`src/rtl/rcc_pkg.sv`:
```
package rcc_pkg;

  localparam int unsigned RCC_INSN_W = 32;
  localparam int unsigned RCC_MODE_W = 3;
  localparam int unsigned RCC_CODE_W = 3;

  localparam logic [RCC_INSN_W-1:0] RCC_CLEAR_WORD = 32'h1040_0073;

  // privilege mode codes: bit 2 = guest, bits 1:0 = level
  localparam logic [RCC_MODE_W-1:0] MODE_U  = 3'b000;
  localparam logic [RCC_MODE_W-1:0] MODE_S  = 3'b001;
  localparam logic [RCC_MODE_W-1:0] MODE_M  = 3'b011;
  localparam logic [RCC_MODE_W-1:0] MODE_VU = 3'b100;
  localparam logic [RCC_MODE_W-1:0] MODE_VS = 3'b101;

  typedef enum logic [RCC_CODE_W-1:0] {
    RES_NONE = 3'b000,
    RES_EXEC = 3'b001,
    RES_ILL  = 3'b010,
    RES_VIRT = 3'b100
  } rcc_res_e;

endpackage

```
`src/rtl/rcc_rst_sync.sv`:
```
module rcc_rst_sync #(
  parameter int unsigned STAGES = 2
) (
  input  logic clk,
  input  logic rst_n,
  output logic rst_q_n
);

  logic [STAGES-1:0] chain_q;
  logic [STAGES-1:0] chain_d;

  generate
    if (STAGES == 1) begin : g_one
      always_comb chain_d = 1'b1;
    end else begin : g_many
      always_comb chain_d = {chain_q[STAGES-2:0], 1'b1};
    end
  endgenerate

  always_ff @(posedge clk or negedge rst_n) begin
    if (!rst_n) chain_q <= '0;
    else        chain_q <= chain_d;
  end

  assign rst_q_n = chain_q[STAGES-1];

endmodule

```
`src/rtl/rcc_decode.sv`:
```
module rcc_decode #(
  parameter int unsigned              INSN_W = 32,
  parameter logic [INSN_W-1:0]        MATCH  = 32'h1040_0073
) (
  input  logic              valid,
  input  logic [INSN_W-1:0] insn,
  output logic              hit
);

  logic word_eq;

  always_comb begin
    word_eq = (insn == MATCH);
    hit     = valid & word_eq;
  end

endmodule

```
`src/rtl/rcc_perm.sv`:
```
module rcc_perm
  import rcc_pkg::*;
(
  input  logic [RCC_MODE_W-1:0] mode,
  input  logic                  m_impl,
  input  logic                  s_impl,
  input  logic                  men,
  input  logic                  hen,
  output rcc_res_e              verdict
);

  logic below_m_ok;

  always_comb begin
    below_m_ok = s_impl & men;
    verdict    = RES_ILL;
    if (m_impl) begin
      case (mode)
        MODE_M:  verdict = RES_EXEC;
        MODE_S:  verdict = below_m_ok ? RES_EXEC : RES_ILL;
        MODE_VS: begin
          if (!below_m_ok) verdict = RES_ILL;
          else if (!hen)   verdict = RES_VIRT;
          else             verdict = RES_EXEC;
        end
        MODE_VU: verdict = below_m_ok ? RES_VIRT : RES_ILL;
        default: verdict = RES_ILL;
      endcase
    end
  end

endmodule

```
`src/rtl/rcc_result_reg.sv`:
```
module rcc_result_reg
  import rcc_pkg::*;
(
  input  logic                  clk,
  input  logic                  rst_n,
  input  logic                  load,
  input  rcc_res_e              verdict,
  output logic                  out_valid,
  output logic [RCC_CODE_W-1:0] out_code
);

  logic                  valid_d;
  logic [RCC_CODE_W-1:0] code_d;
  logic                  code_en;

  always_comb begin
    valid_d = load;
    code_en = load;
    code_d  = verdict;
  end

  always_ff @(posedge clk or negedge rst_n) begin
    if (!rst_n) out_valid <= 1'b0;
    else        out_valid <= valid_d;
  end

  always_ff @(posedge clk or negedge rst_n) begin
    if (!rst_n)       out_code <= '0;
    else if (code_en) out_code <= code_d;
  end

endmodule

```
`src/rtl/rcc_top.sv`:
```
module rcc_top
  import rcc_pkg::*;
#(
  parameter int unsigned          SYNC_STAGES = 2,
  parameter logic [RCC_INSN_W-1:0] CLEAR_WORD = RCC_CLEAR_WORD
) (
  input  logic                  clk,
  input  logic                  rst_n,
  input  logic                  req_valid,
  input  logic [RCC_INSN_W-1:0] req_insn,
  input  logic [RCC_MODE_W-1:0] req_mode,
  input  logic                  cfg_m_impl,
  input  logic                  cfg_s_impl,
  input  logic                  men_ctr,
  input  logic                  hen_ctr,
  output logic                  rsp_valid,
  output logic [RCC_CODE_W-1:0] rsp_code
);

  logic     rst_q_n;
  logic     hit;
  rcc_res_e verdict;

  rcc_rst_sync #(.STAGES(SYNC_STAGES)) u_rst (
    .clk     (clk),
    .rst_n   (rst_n),
    .rst_q_n (rst_q_n)
  );

  rcc_decode #(.INSN_W(RCC_INSN_W), .MATCH(CLEAR_WORD)) u_dec (
    .valid (req_valid),
    .insn  (req_insn),
    .hit   (hit)
  );

  rcc_perm u_perm (
    .mode    (req_mode),
    .m_impl  (cfg_m_impl),
    .s_impl  (cfg_s_impl),
    .men     (men_ctr),
    .hen     (hen_ctr),
    .verdict (verdict)
  );

  rcc_result_reg u_reg (
    .clk       (clk),
    .rst_n     (rst_q_n),
    .load      (hit),
    .verdict   (verdict),
    .out_valid (rsp_valid),
    .out_code  (rsp_code)
  );

endmodule

```
`config.mk`:
```
export PLATFORM = sky130hd
export DESIGN_NAME = rcc_top
export DESIGN_NICKNAME = d
export VERILOG_FILES = /design/src/rtl/rcc_pkg.sv /design/src/rtl/rcc_rst_sync.sv /design/src/rtl/rcc_decode.sv /design/src/rtl/rcc_perm.sv /design/src/rtl/rcc_result_reg.sv /design/src/rtl/rcc_top.sv
export SDC_FILE = /design/constraint.sdc
export NUM_CORES = 1
export LEC_CHECK = 0
export BUFFER_PORTS_ARGS = -buffer_cell sky130_fd_sc_hd__buf_4
export CAP_MARGIN = 20
export CORE_AREA = 2 2 39 41
export CTS_BUF_LIST = sky130_fd_sc_hd__clkbuf_8
export DETAILED_ROUTE_END_ITERATION = 8
export DIE_AREA = 0 0 41 43
export PLACE_DENSITY = 0.74
export SYNTH_ARGS = -nofsm -noshare
export SYNTH_HDL_FRONTEND = slang
export SYNTH_SLANG_ARGS = --single-unit
```
`constraint.sdc`:
```
create_clock -name clk -period 0.8 [get_ports clk]
set_input_delay 0.12 -clock clk [delete_from_list [all_inputs] [get_ports clk]]
set_output_delay 0.12 -clock clk [all_outputs]
set_load 0.01 [all_outputs]
```
* Word-level counts from Yosys, hierarchy flattened
Index checks and enable logic that the tools add are counted.
** Storage, ports and cells
- Bits in registers :: 6
- Logic and storage cells :: 16
- Bits of input ports :: 42
- Output and inout bits :: 4
** Cells by class
- Multiplexer cells :: 6
- Bitwise logic cells :: 2
- Equal/unequal tests :: 5
** Operator list (count)
- equality test 32 x 29 -> 1 bit, second input constant :: 1
- two-way mux 3 bit :: 4
- one-hot mux 3 bit (4 select lines) :: 1
- equality test 3 bit, second input constant :: 2
- equality test 3 x 1 -> 1 bit, second input constant :: 1
- equality test 3 x 2 -> 1 bit, second input constant :: 1
- AND 1 bit :: 2
- two-way mux 2 bit :: 1

* Longest topological paths before layout
Gate-level depths: netlist (run 1).
- Depth after elaboration :: 4
- Mapped depth :: 4
- Depth with buffers taken out :: 4

* Hierarchy
From an unflattened synthesis (run 1), not the netlist that was laid out.
** Second synthesis, totals
- Cells, all modules :: 31
- Area total of the unflattened synthesis :: 347.8 µm²
** By module, submodules not included
- rcc_result_reg :: cells an instance 7, seq. area each 100.1 µm², times used 1, area each 133.9 µm²
- rcc_decode :: cells an instance 13, seq. area each 0.0 µm², times used 1, area each 96.3 µm²
- rcc_perm :: cells an instance 8, seq. area each 0.0 µm², times used 1, area each 63.8 µm²
- rcc_rst_sync :: cells an instance 3, seq. area each 50.0 µm², times used 1, area each 53.8 µm²

* Worst setup path after synthesis (run 1)
OpenSTA, ideal clock, no wires.
- Kind :: in2reg
- Start :: input req_insn[29]
- End :: register u_reg.out_code[1]
- Path slack :: -576 ps
- Data required time :: 675 ps
- Buffers on the path :: 0
- Stages on the path :: 4
- Arrival time :: 1251 ps
- Library setup time :: 125 ps
- Cell sequence :: nor4b_2 -> nand4_1 -> nor4_4 -> mux2_4
** Between the ends
- Word-level cells in the longest chain between the ends :: 2
** Ends and longest elaborated chain
- from (decl) :: line rcc_top.sv:10 : input logic [RCC_INSN_W-1:0] req_insn,
- equality test 32 x 29 -> 1 bit :: line rcc_decode.sv:13 : word_eq = (insn == MATCH);
- AND 1 bit :: line rcc_decode.sv:14 : hit = valid & word_eq;
- via hit :: line rcc_top.sv:21 : logic hit;
- to (signal assigned) :: line rcc_result_reg.sv:29 : else if (code_en) out_code <= code_d;
- to (decl) :: line rcc_result_reg.sv:9 : output logic [RCC_CODE_W-1:0] out_code
The timed path passes the listed nets, and every way through them passes these cells.
A chain may end at the register's enable or synchronous reset.

* Worst setup path after layout (run 1)
- Start :: input req_insn[14]
- End :: register u_reg.out_code[1]
Same word-level chain as after synthesis.

==> impl_metrics.xml, run 1 <==
<?xml version="1.0" encoding="UTF-8"?>
<metrics>
  <group name="outcome">
    <metric name="status" unit="">complete, but fails checks</metric>
    <metric name="failed_checks" unit="">setup timing</metric>
  </group>
  <group name="worst_setup_path">
    <metric name="worstPathRequired" unit="ps">900</metric>
    <metric name="crit_arrival" unit="ps">1250</metric>
    <metric name="critPathMaxFanout" unit="">2</metric>
    <metric name="critical_path.endpoint_type" unit="">register</metric>
    <metric name="setup.worst_path.class" unit="">in2reg</metric>
    <metric name="timing.critical_path.from_type" unit="">input pin</metric>
  </group>
  <group name="sta">
    <metric name="setup_slack" unit="ps">-351</metric>
    <metric name="worst_clock_skew" unit="ps">3.70</metric>
    <metric name="period_share" unit="%">144</metric>
    <metric name="max_fclk" unit="MHz">869</metric>
    <metric name="finalSetupViolations" unit="">8</metric>
    <metric name="rsz0062_at_grt" unit="">yes</metric>
    <metric name="hold_violations" unit="">0</metric>
    <metric name="setup_tns_final" unit="ps">-1380</metric>
    <metric name="finalCriticalPeriod" unit="ps">1150</metric>
    <metric name="slew_violations" unit="">0</metric>
  </group>
  <group name="logic_synthesis">
    <metric name="synth.yosys.warnings" unit="">0</metric>
    <metric name="synthArstFlopShare" unit="%">100</metric>
    <metric name="synth.cell_area" unit="sq um">357</metric>
    <metric name="syn_area_per_cell" unit="sq um">10.5</metric>
    <metric name="synth_cell_types" unit="">18</metric>
    <metric name="synth_top_flop_cell" unit="">dfrtp_1</metric>
    <metric name="yosysMostFrequentCell" unit="">dfrtp_1</metric>
    <metric name="synthesis.instances" unit="">34</metric>
    <metric name="synth_enable_flop_cells" unit="">0</metric>
    <metric name="synth_top_cells_by_area" unit="">dfrtp_1, nand4_1, nor4_4</metric>
    <metric name="synth_top_area_cell" unit="">dfrtp_1</metric>
    <metric name="ys_ff_latch" unit="">6</metric>
    <metric name="seq_area_frac_synth" unit="%">42.1</metric>
    <metric name="synth_top_cells_by_count" unit="">dfrtp_1, nand4_1, inv_1, nor2b_1</metric>
    <metric name="post-synth-top-area-fraction" unit="%">42.1</metric>
    <metric name="synth_fp_nets" unit="">76</metric>
  </group>
  <group name="die">
    <metric name="core.rowCount" unit="">14</metric>
    <metric name="die_x" unit="um">41</metric>
    <metric name="die_area" unit="sq mm">0.00176</metric>
    <metric name="die_height" unit="um">43</metric>
    <metric name="start_util" unit="%">25.8</metric>
    <metric name="io_pins" unit="">46</metric>
    <metric name="core_area" unit="sq mm">0.00138</metric>
  </group>
  <group name="hold_path">
    <metric name="hold_path.class" unit="">reg2async</metric>
  </group>
  <group name="place">
    <metric name="gp_routability_congestion" unit="">0.706</metric>
    <metric name="buffer_ports.inserted" unit="">45</metric>
    <metric name="detailedPlace.worstSlack" unit="ps">-672</metric>
    <metric name="placedInstanceArea" unit="sq um">754</metric>
  </group>
  <group name="final_layout">
    <metric name="area_growth_syn_to_layout" unit="%">149</metric>
    <metric name="final_cell_area" unit="sq um">890</metric>
    <metric name="post-route-util" unit="%">64.3</metric>
    <metric name="filler_cell_count" unit="">112</metric>
    <metric name="antenna-diode-count" unit="">0</metric>
    <metric name="design.final.nets" unit="">132</metric>
    <metric name="drive_above_1_share" unit="%">69.3</metric>
  </group>
  <group name="route">
    <metric name="top_signal_layer_used" unit="">met4</metric>
    <metric name="met3_wirelength" unit="um">249</metric>
    <metric name="wl_met2" unit="um">738</metric>
    <metric name="drt_wirelength" unit="um">1400</metric>
    <metric name="drtPass1Iterations" unit="">2</metric>
    <metric name="route.detailed.wl_per_inst" unit="um">13.5</metric>
    <metric name="postRouteAntennaNets" unit="">0</metric>
    <metric name="drt-met1-wl" unit="um">373</metric>
    <metric name="vias" unit="">503</metric>
    <metric name="drt_first_iter_violations" unit="">2</metric>
    <metric name="per_cell_via_count_in_the_routed_design" unit="">4.84</metric>
    <metric name="drc" unit="">0</metric>
  </group>
  <group name="cts">
    <metric name="path_clk_slew" unit="ps">40</metric>
    <metric name="tritoncts" unit="">done</metric>
    <metric name="cts.path.max_buffers" unit="">2</metric>
    <metric name="numCtsBuffers" unit="">3</metric>
    <metric name="cts_max_level" unit="">1</metric>
    <metric name="master_cell_of_the_clock_root_buffer" unit="">clkbuf_8</metric>
    <metric name="clk-insertion-delay-late" unit="ps">220</metric>
    <metric name="tritoncts_num_sinks" unit="">6</metric>
  </group>
  <group name="power_and_ir_drop">
    <metric name="peakVddDrop" unit="uV">1120</metric>
    <metric name="p_per_area" unit="mW/mm^2">1120</metric>
    <metric name="cellLeakagePower" unit="uW">0.000434</metric>
  </group>
  <group name="grt">
    <metric name="pin_count_of_the_biggest_net_entering_global_routing" unit="">5</metric>
    <metric name="grt_usage" unit="%">16.4</metric>
    <metric name="first_global_vias" unit="">496</metric>
    <metric name="overflow" unit="">0</metric>
    <metric name="wire_length_of_the_first_global_routing_pass" unit="um">1860</metric>
    <metric name="number_of_antenna_violations_at_the_first_check_in_global_routing" unit="">0</metric>
  </group>
  <group name="flow_run">
    <metric name="cap_viol_max_count" unit="">0</metric>
  </group>
</metrics>
-- through the flow --
stage / hold slack [ps] / instances / power, uW
final: 60.3 / 104 / 1000
after global routing: 83.4 / 104 / 1050
after CTS: 63.3 / 102 / 1010
after detailed placement: -97.4 / 98 / 523
after global placement: -98.2 / 98 / 519
after floorplan: -176 / 34 / 349
-- flip-flops by register name, indices dropped and copies added, names as in the netlist --
| name | count |
|---|---|
| u_reg.out_code | 3 |
| u_reg.out_valid | 1 |
| u_rst.chain_q | 2 |
-- power breakdown --
part	switching, uW	leakage [uW]	internal [uW]
combinational	68.6	0.000343	168
clock	126	0.0000216	323
sequential	4.43	0.0000688	311
total	199	0.000434	801
-- worst max-delay path: stages --
cell and delay, ps:
buf_6 100, nor4_4 240, nand4_1 160, nor4_4 320
mux2_4 320
-- logic make-up (layout without fill, tap and decap cells) --
family | count (synthesis) | in the layout | synth area share (%)
other | 1 | 1 | 1.05
AO/OA/AOI/OAI | 3 | 3 | 6.32
buffers and inverters | 3 | 57 | 3.16
AND/OR/NAND/NOR | 18 | 18 | 37.5
multiplexers | 3 | 3 | 9.82
flip-flops | 6 | 6 | 42.1
-- path summary, 6_finish.rpt --
check,start,to,slack [ps],cells after the start
max,req_insn[14],u_reg.out_code[1],-350,5
min reg2reg,u_rst.chain_q[1],u_reg.out_valid,60,0
min in group clk,cfg_m_impl,u_reg.out_code[2],190,3
min,u_rst.chain_q[1],u_reg.out_valid,60,0
max in group asynchronous,rst_n,u_rst.chain_q[0],470,2
max reg2reg,u_reg.out_code[1],u_reg.out_code[1],20,1
-- cell type report --
| cell class | count | area [sq um] | area share [%] |
|---|---|---|---|
| multi-input combinational | 25 | 251 | 28.3 |
| tap | 16 | 20.0 | 2.25 |
| inverter | 3 | 11.3 | 1.27 |
| timing repair buffer | 51 | 415 | 46.7 |
| clock buffer | 3 | 41.3 | 4.64 |
| sequential | 6 | 150 | 16.9 |
-- timing repair --
item / in CTS / in global routing
hold buffers: 1 / 0
gates resized for setup: 11 / 2
setup endpoints to repair: 8 / 8
buffers inserted: 0 / 2
hold endpoints to repair: 2 / 0
pin swaps: 2 / 1
-- cells in the final DEF (no fill, tap or decap) --
cell type      Yosys  routed
o221ai_1           1       1
nor2_1             2       2
or3_4              0       1
and2_0             1       1
nor4b_2            1       2
mux2_4             1       1
nor2b_1            3       3
nand2_1            1       1
mux2i_1            2       2
nor4_4             1       3
buf_6              0       8
inv_1              3       3
nor4b_4            0       1
dfrtp_1            6       6
buf_4              0      42
conb_1             1       1
o2111ai_1          1       1
nand4_1            4       4
dlygate4sd3_1      0       1
o21ai_0            1       1
clkbuf_8           0       3
-- routing by layer --
metal | GRT usage (%) | vias up
li1 | - | 236
met1 | 13.5 | 226
met2 | 28.4 | 37
met3 | 7.85 | 4
met4 | 10.0 | 0
met5 | 0 | -
Power figures use the tool's default switching activity.
==> run 2, diff against run 1 <==
--- a/config.mk
+++ b/config.mk
@@ -14,4 +14,5 @@
 export PLACE_DENSITY = 0.74
 export SYNTH_ARGS = -nofsm -noshare
 export SYNTH_HDL_FRONTEND = slang
+export SYNTH_HIERARCHICAL = 1
 export SYNTH_SLANG_ARGS = --single-unit
==> run 2 against run 1 <==
Compared with the run above: the run still ends with setup timing left; wire length fell by 6.1%; cell count fell by 4.8%; hold slack got worse by 5.3 ps.
==> impl_metrics.xml, run 2 <==
<?xml version="1.0" encoding="UTF-8"?>
<metrics>
  <group name="die">
    <metric name="die_area" unit="sq mm">0.00176</metric>
    <metric name="core.rowCount" unit="">14</metric>
    <metric name="die_x" unit="um">41</metric>
    <metric name="io_pins" unit="">46</metric>
    <metric name="die_height" unit="um">43</metric>
    <metric name="core_area" unit="sq mm">0.00138</metric>
    <metric name="start_util" unit="%">25.1</metric>
  </group>
  <group name="cts">
    <metric name="master_cell_of_the_clock_root_buffer" unit="">clkbuf_8</metric>
    <metric name="tritoncts_num_sinks" unit="">6</metric>
    <metric name="clk-insertion-delay-late" unit="ps">220</metric>
    <metric name="cts.path.max_buffers" unit="">2</metric>
    <metric name="cts_max_level" unit="">1</metric>
    <metric name="numCtsBuffers" unit="">3</metric>
    <metric name="path_clk_slew" unit="ps">40</metric>
    <metric name="tritoncts" unit="">done</metric>
  </group>
  <group name="place">
    <metric name="buffer_ports.inserted" unit="">45</metric>
    <metric name="gp_routability_congestion" unit="">0.724</metric>
    <metric name="detailedPlace.worstSlack" unit="ps">-756</metric>
    <metric name="detailed_place_hpwl" unit="um">1050</metric>
  </group>
  <group name="final_layout">
    <metric name="mostFrequentLayoutCells" unit="">buf_4, buf_6, dfrtp_1</metric>
    <metric name="mostFrequentLayoutCell" unit="">buf_4</metric>
    <metric name="drive_above_1_share" unit="%">75.9</metric>
    <metric name="sequential_cell_area" unit="sq um">150</metric>
    <metric name="area_growth_syn_to_layout" unit="%">156</metric>
    <metric name="largest_register_ffs" unit="">3</metric>
    <metric name="multi_input_comb_area" unit="sq um">270</metric>
    <metric name="design.final.nets" unit="">127</metric>
    <metric name="antenna-diode-count" unit="">0</metric>
    <metric name="largest_register" unit="">u_reg/out_code</metric>
    <metric name="filler_cell_count" unit="">121</metric>
    <metric name="reg_top3" unit="">u_reg/out_code: 3 flops, u_rst/chain_q: 2 flops, u_reg/out_valid: 1 flops</metric>
  </group>
  <group name="sta">
    <metric name="slew_violations" unit="">0</metric>
    <metric name="setup_tns_final" unit="ps">-1760</metric>
    <metric name="rsz0062_at_grt" unit="">yes</metric>
    <metric name="worst_clock_skew" unit="ps">5.00</metric>
    <metric name="max_fclk" unit="MHz">794</metric>
    <metric name="finalSetupViolations" unit="">8</metric>
    <metric name="finalCriticalPeriod" unit="ps">1260</metric>
    <metric name="setup_slack" unit="ps">-459</metric>
    <metric name="hold_violations" unit="">0</metric>
    <metric name="period_share" unit="%">157</metric>
  </group>
  <group name="logic_synthesis">
    <metric name="synth_top_flop_cell" unit="">dfrtp_1</metric>
    <metric name="synth_top_cells_by_area" unit="">dfrtp_1, mux2_2, nand4_1</metric>
    <metric name="synth.yosys.warnings" unit="">6</metric>
    <metric name="synth_top_area_cell" unit="">dfrtp_1</metric>
    <metric name="synth_top_cells_by_count" unit="">dfrtp_1, mux2_2, nand4_1</metric>
    <metric name="synthesis.instances" unit="">31</metric>
    <metric name="ys_ff_latch" unit="">6</metric>
    <metric name="seq_area_frac_synth" unit="%">43.2</metric>
    <metric name="yosysMostFrequentCell" unit="">dfrtp_1</metric>
    <metric name="post-synth-top-area-fraction" unit="%">43.2</metric>
    <metric name="synth_cell_types" unit="">18</metric>
    <metric name="syn_area_per_cell" unit="sq um">11.2</metric>
    <metric name="synth_fp_nets" unit="">73</metric>
    <metric name="synth_enable_flop_cells" unit="">0</metric>
    <metric name="synth.cell_area" unit="sq um">348</metric>
    <metric name="synthArstFlopShare" unit="%">100</metric>
  </group>
  <group name="grt">
    <metric name="pin_count_of_the_biggest_net_entering_global_routing" unit="">5</metric>
    <metric name="first_global_vias" unit="">488</metric>
    <metric name="overflow" unit="">0</metric>
    <metric name="gr-max-usage-layer" unit="">met2</metric>
    <metric name="number_of_antenna_violations_at_the_first_check_in_global_routing" unit="">0</metric>
    <metric name="grtUsageMet2" unit="%">29.1</metric>
    <metric name="grt_usage" unit="%">17.4</metric>
    <metric name="global_route.usage.met1" unit="%">16.9</metric>
    <metric name="wire_length_of_the_first_global_routing_pass" unit="um">2040</metric>
    <metric name="grtUsageMet3" unit="%">6.28</metric>
  </group>
  <group name="route">
    <metric name="per_cell_via_count_in_the_routed_design" unit="">4.61</metric>
    <metric name="vias" unit="">456</metric>
    <metric name="drc" unit="">0</metric>
    <metric name="drt_wirelength" unit="um">1320</metric>
    <metric name="drtPass1Iterations" unit="">1</metric>
    <metric name="postRouteAntennaNets" unit="">0</metric>
    <metric name="route.detailed.wl_per_inst" unit="um">13.3</metric>
    <metric name="drt_first_iter_violations" unit="">0</metric>
  </group>
  <group name="worst_setup_path">
    <metric name="setup.worst_path.class" unit="">in2reg</metric>
    <metric name="critical_path.endpoint_type" unit="">register</metric>
    <metric name="critPathMaxFanout" unit="">4</metric>
    <metric name="worstPathRequired" unit="ps">900</metric>
    <metric name="crit_arrival" unit="ps">1360</metric>
    <metric name="timing.critical_path.from_type" unit="">input pin</metric>
  </group>
  <group name="power_and_ir_drop">
    <metric name="power_report.internal_total" unit="uW">802</metric>
    <metric name="power.switching_fraction" unit="%">20.0</metric>
    <metric name="power_frac_seq" unit="%">31.4</metric>
    <metric name="cellLeakagePower" unit="uW">0.000434</metric>
    <metric name="clkPwrFrac" unit="%">44.8</metric>
    <metric name="peakVddDrop" unit="uV">942</metric>
    <metric name="power_frac_comb" unit="%">23.8</metric>
    <metric name="p_per_area" unit="mW/mm^2">1130</metric>
    <metric name="p_switching" unit="uW">201</metric>
  </group>
  <group name="outcome">
    <metric name="status" unit="">complete, but fails checks</metric>
    <metric name="failed_checks" unit="">setup timing</metric>
  </group>
  <group name="flow_run">
    <metric name="cap_viol_max_count" unit="">0</metric>
  </group>
  <group name="hold_path">
    <metric name="hold_path.class" unit="">reg2async</metric>
  </group>
</metrics>
[run 2: final cells by class]
cell class / count / share of cell area [%]
Sequential cell: 6 / 16.9
Multi-Input combinational cell: 24 / 30.4
Inverter: 1 / 0.422
Tap cell: 16 / 2.25
Clock buffer: 3 / 4.64
Timing Repair Buffer: 49 / 45.4
[run 2: critical path, stage by stage]
cell and delay (ps):
buf_6 90, nor4_4 240, nand4_1 160, nor4_4 270
buf_4 180, mux2_4 300
[run 2: worst paths after layout]
| kind | startpoint | to | slack, ps | depth (start not counted) |
|---|---|---|---|---|
| worst max-delay path | req_insn[9] | u_reg/out_code[1] | -460 | 6 |
| worst min-delay path | u_rst/chain_q[1] | u_reg/out_code[2] | 50 | 0 |
| worst max register to register | u_reg/out_code[2] | u_reg/out_code[2] | 30 | 1 |
| worst min register to register | u_rst/chain_q[1] | u_reg/out_code[2] | 50 | 0 |
| max in group asynchronous | rst_n | u_rst/chain_q[1] | 480 | 2 |
| min in group clk | req_mode[2] | u_reg/out_code[1] | 280 | 4 |
[run 2: stage by stage]
stage                     total power [uW]  instance area, sq um  hold slack (ps)  utilization, %  instances
final                                 1000                   890             55.0            64.3         99
after floorplan                        351                   385             -176               -         31
after global routing                  1050                   890             77.8            64.3         99
after CTS                             1000                   855             61.2            61.8         99
after detailed placement               525                   758            -95.6            54.8         94
after global placement                 519                   758            -97.3            54.8         94
[run 2: logic make-up (layout without fill, tap and decap cells)]
kind of cell	after synthesis	after routing	synth area share, %
simple gates	16	16	33.1
flops	6	6	43.2
compound gates	4	4	11.9
mux	3	3	9.71
other cells	1	1	1.08
buf+inv	1	53	1.08
[run 2: power groups by stage]
stage	registers (uW)	logic [uW]	clock network, uW
after global placement	318	201	0
after CTS	315	222	467
after detailed placement	319	206	0
after global routing	316	257	480
final	315	238	450
after floorplan	318	33.4	0
[run 2: repair_timing]
action / CTS / global route
setup endpoints to repair: 8 / 8
setup buffers: 1 / 0
gates resized for setup: 8 / 6
hold endpoints to repair: 2 / 0
pin swaps: 4 / 6
gates cloned: 0 / 0
hold buffers: 1 / 0
[run 2: per-layer routing]
| layer | vias to the layer above | routed length, um |
|---|---|---|
| met3 | 2 | 63 |
| li1 | 228 | - |
| met4 | 0 | 19 |
| met5 | - | 0 |
| met2 | 13 | 787 |
| met1 | 213 | 446 |
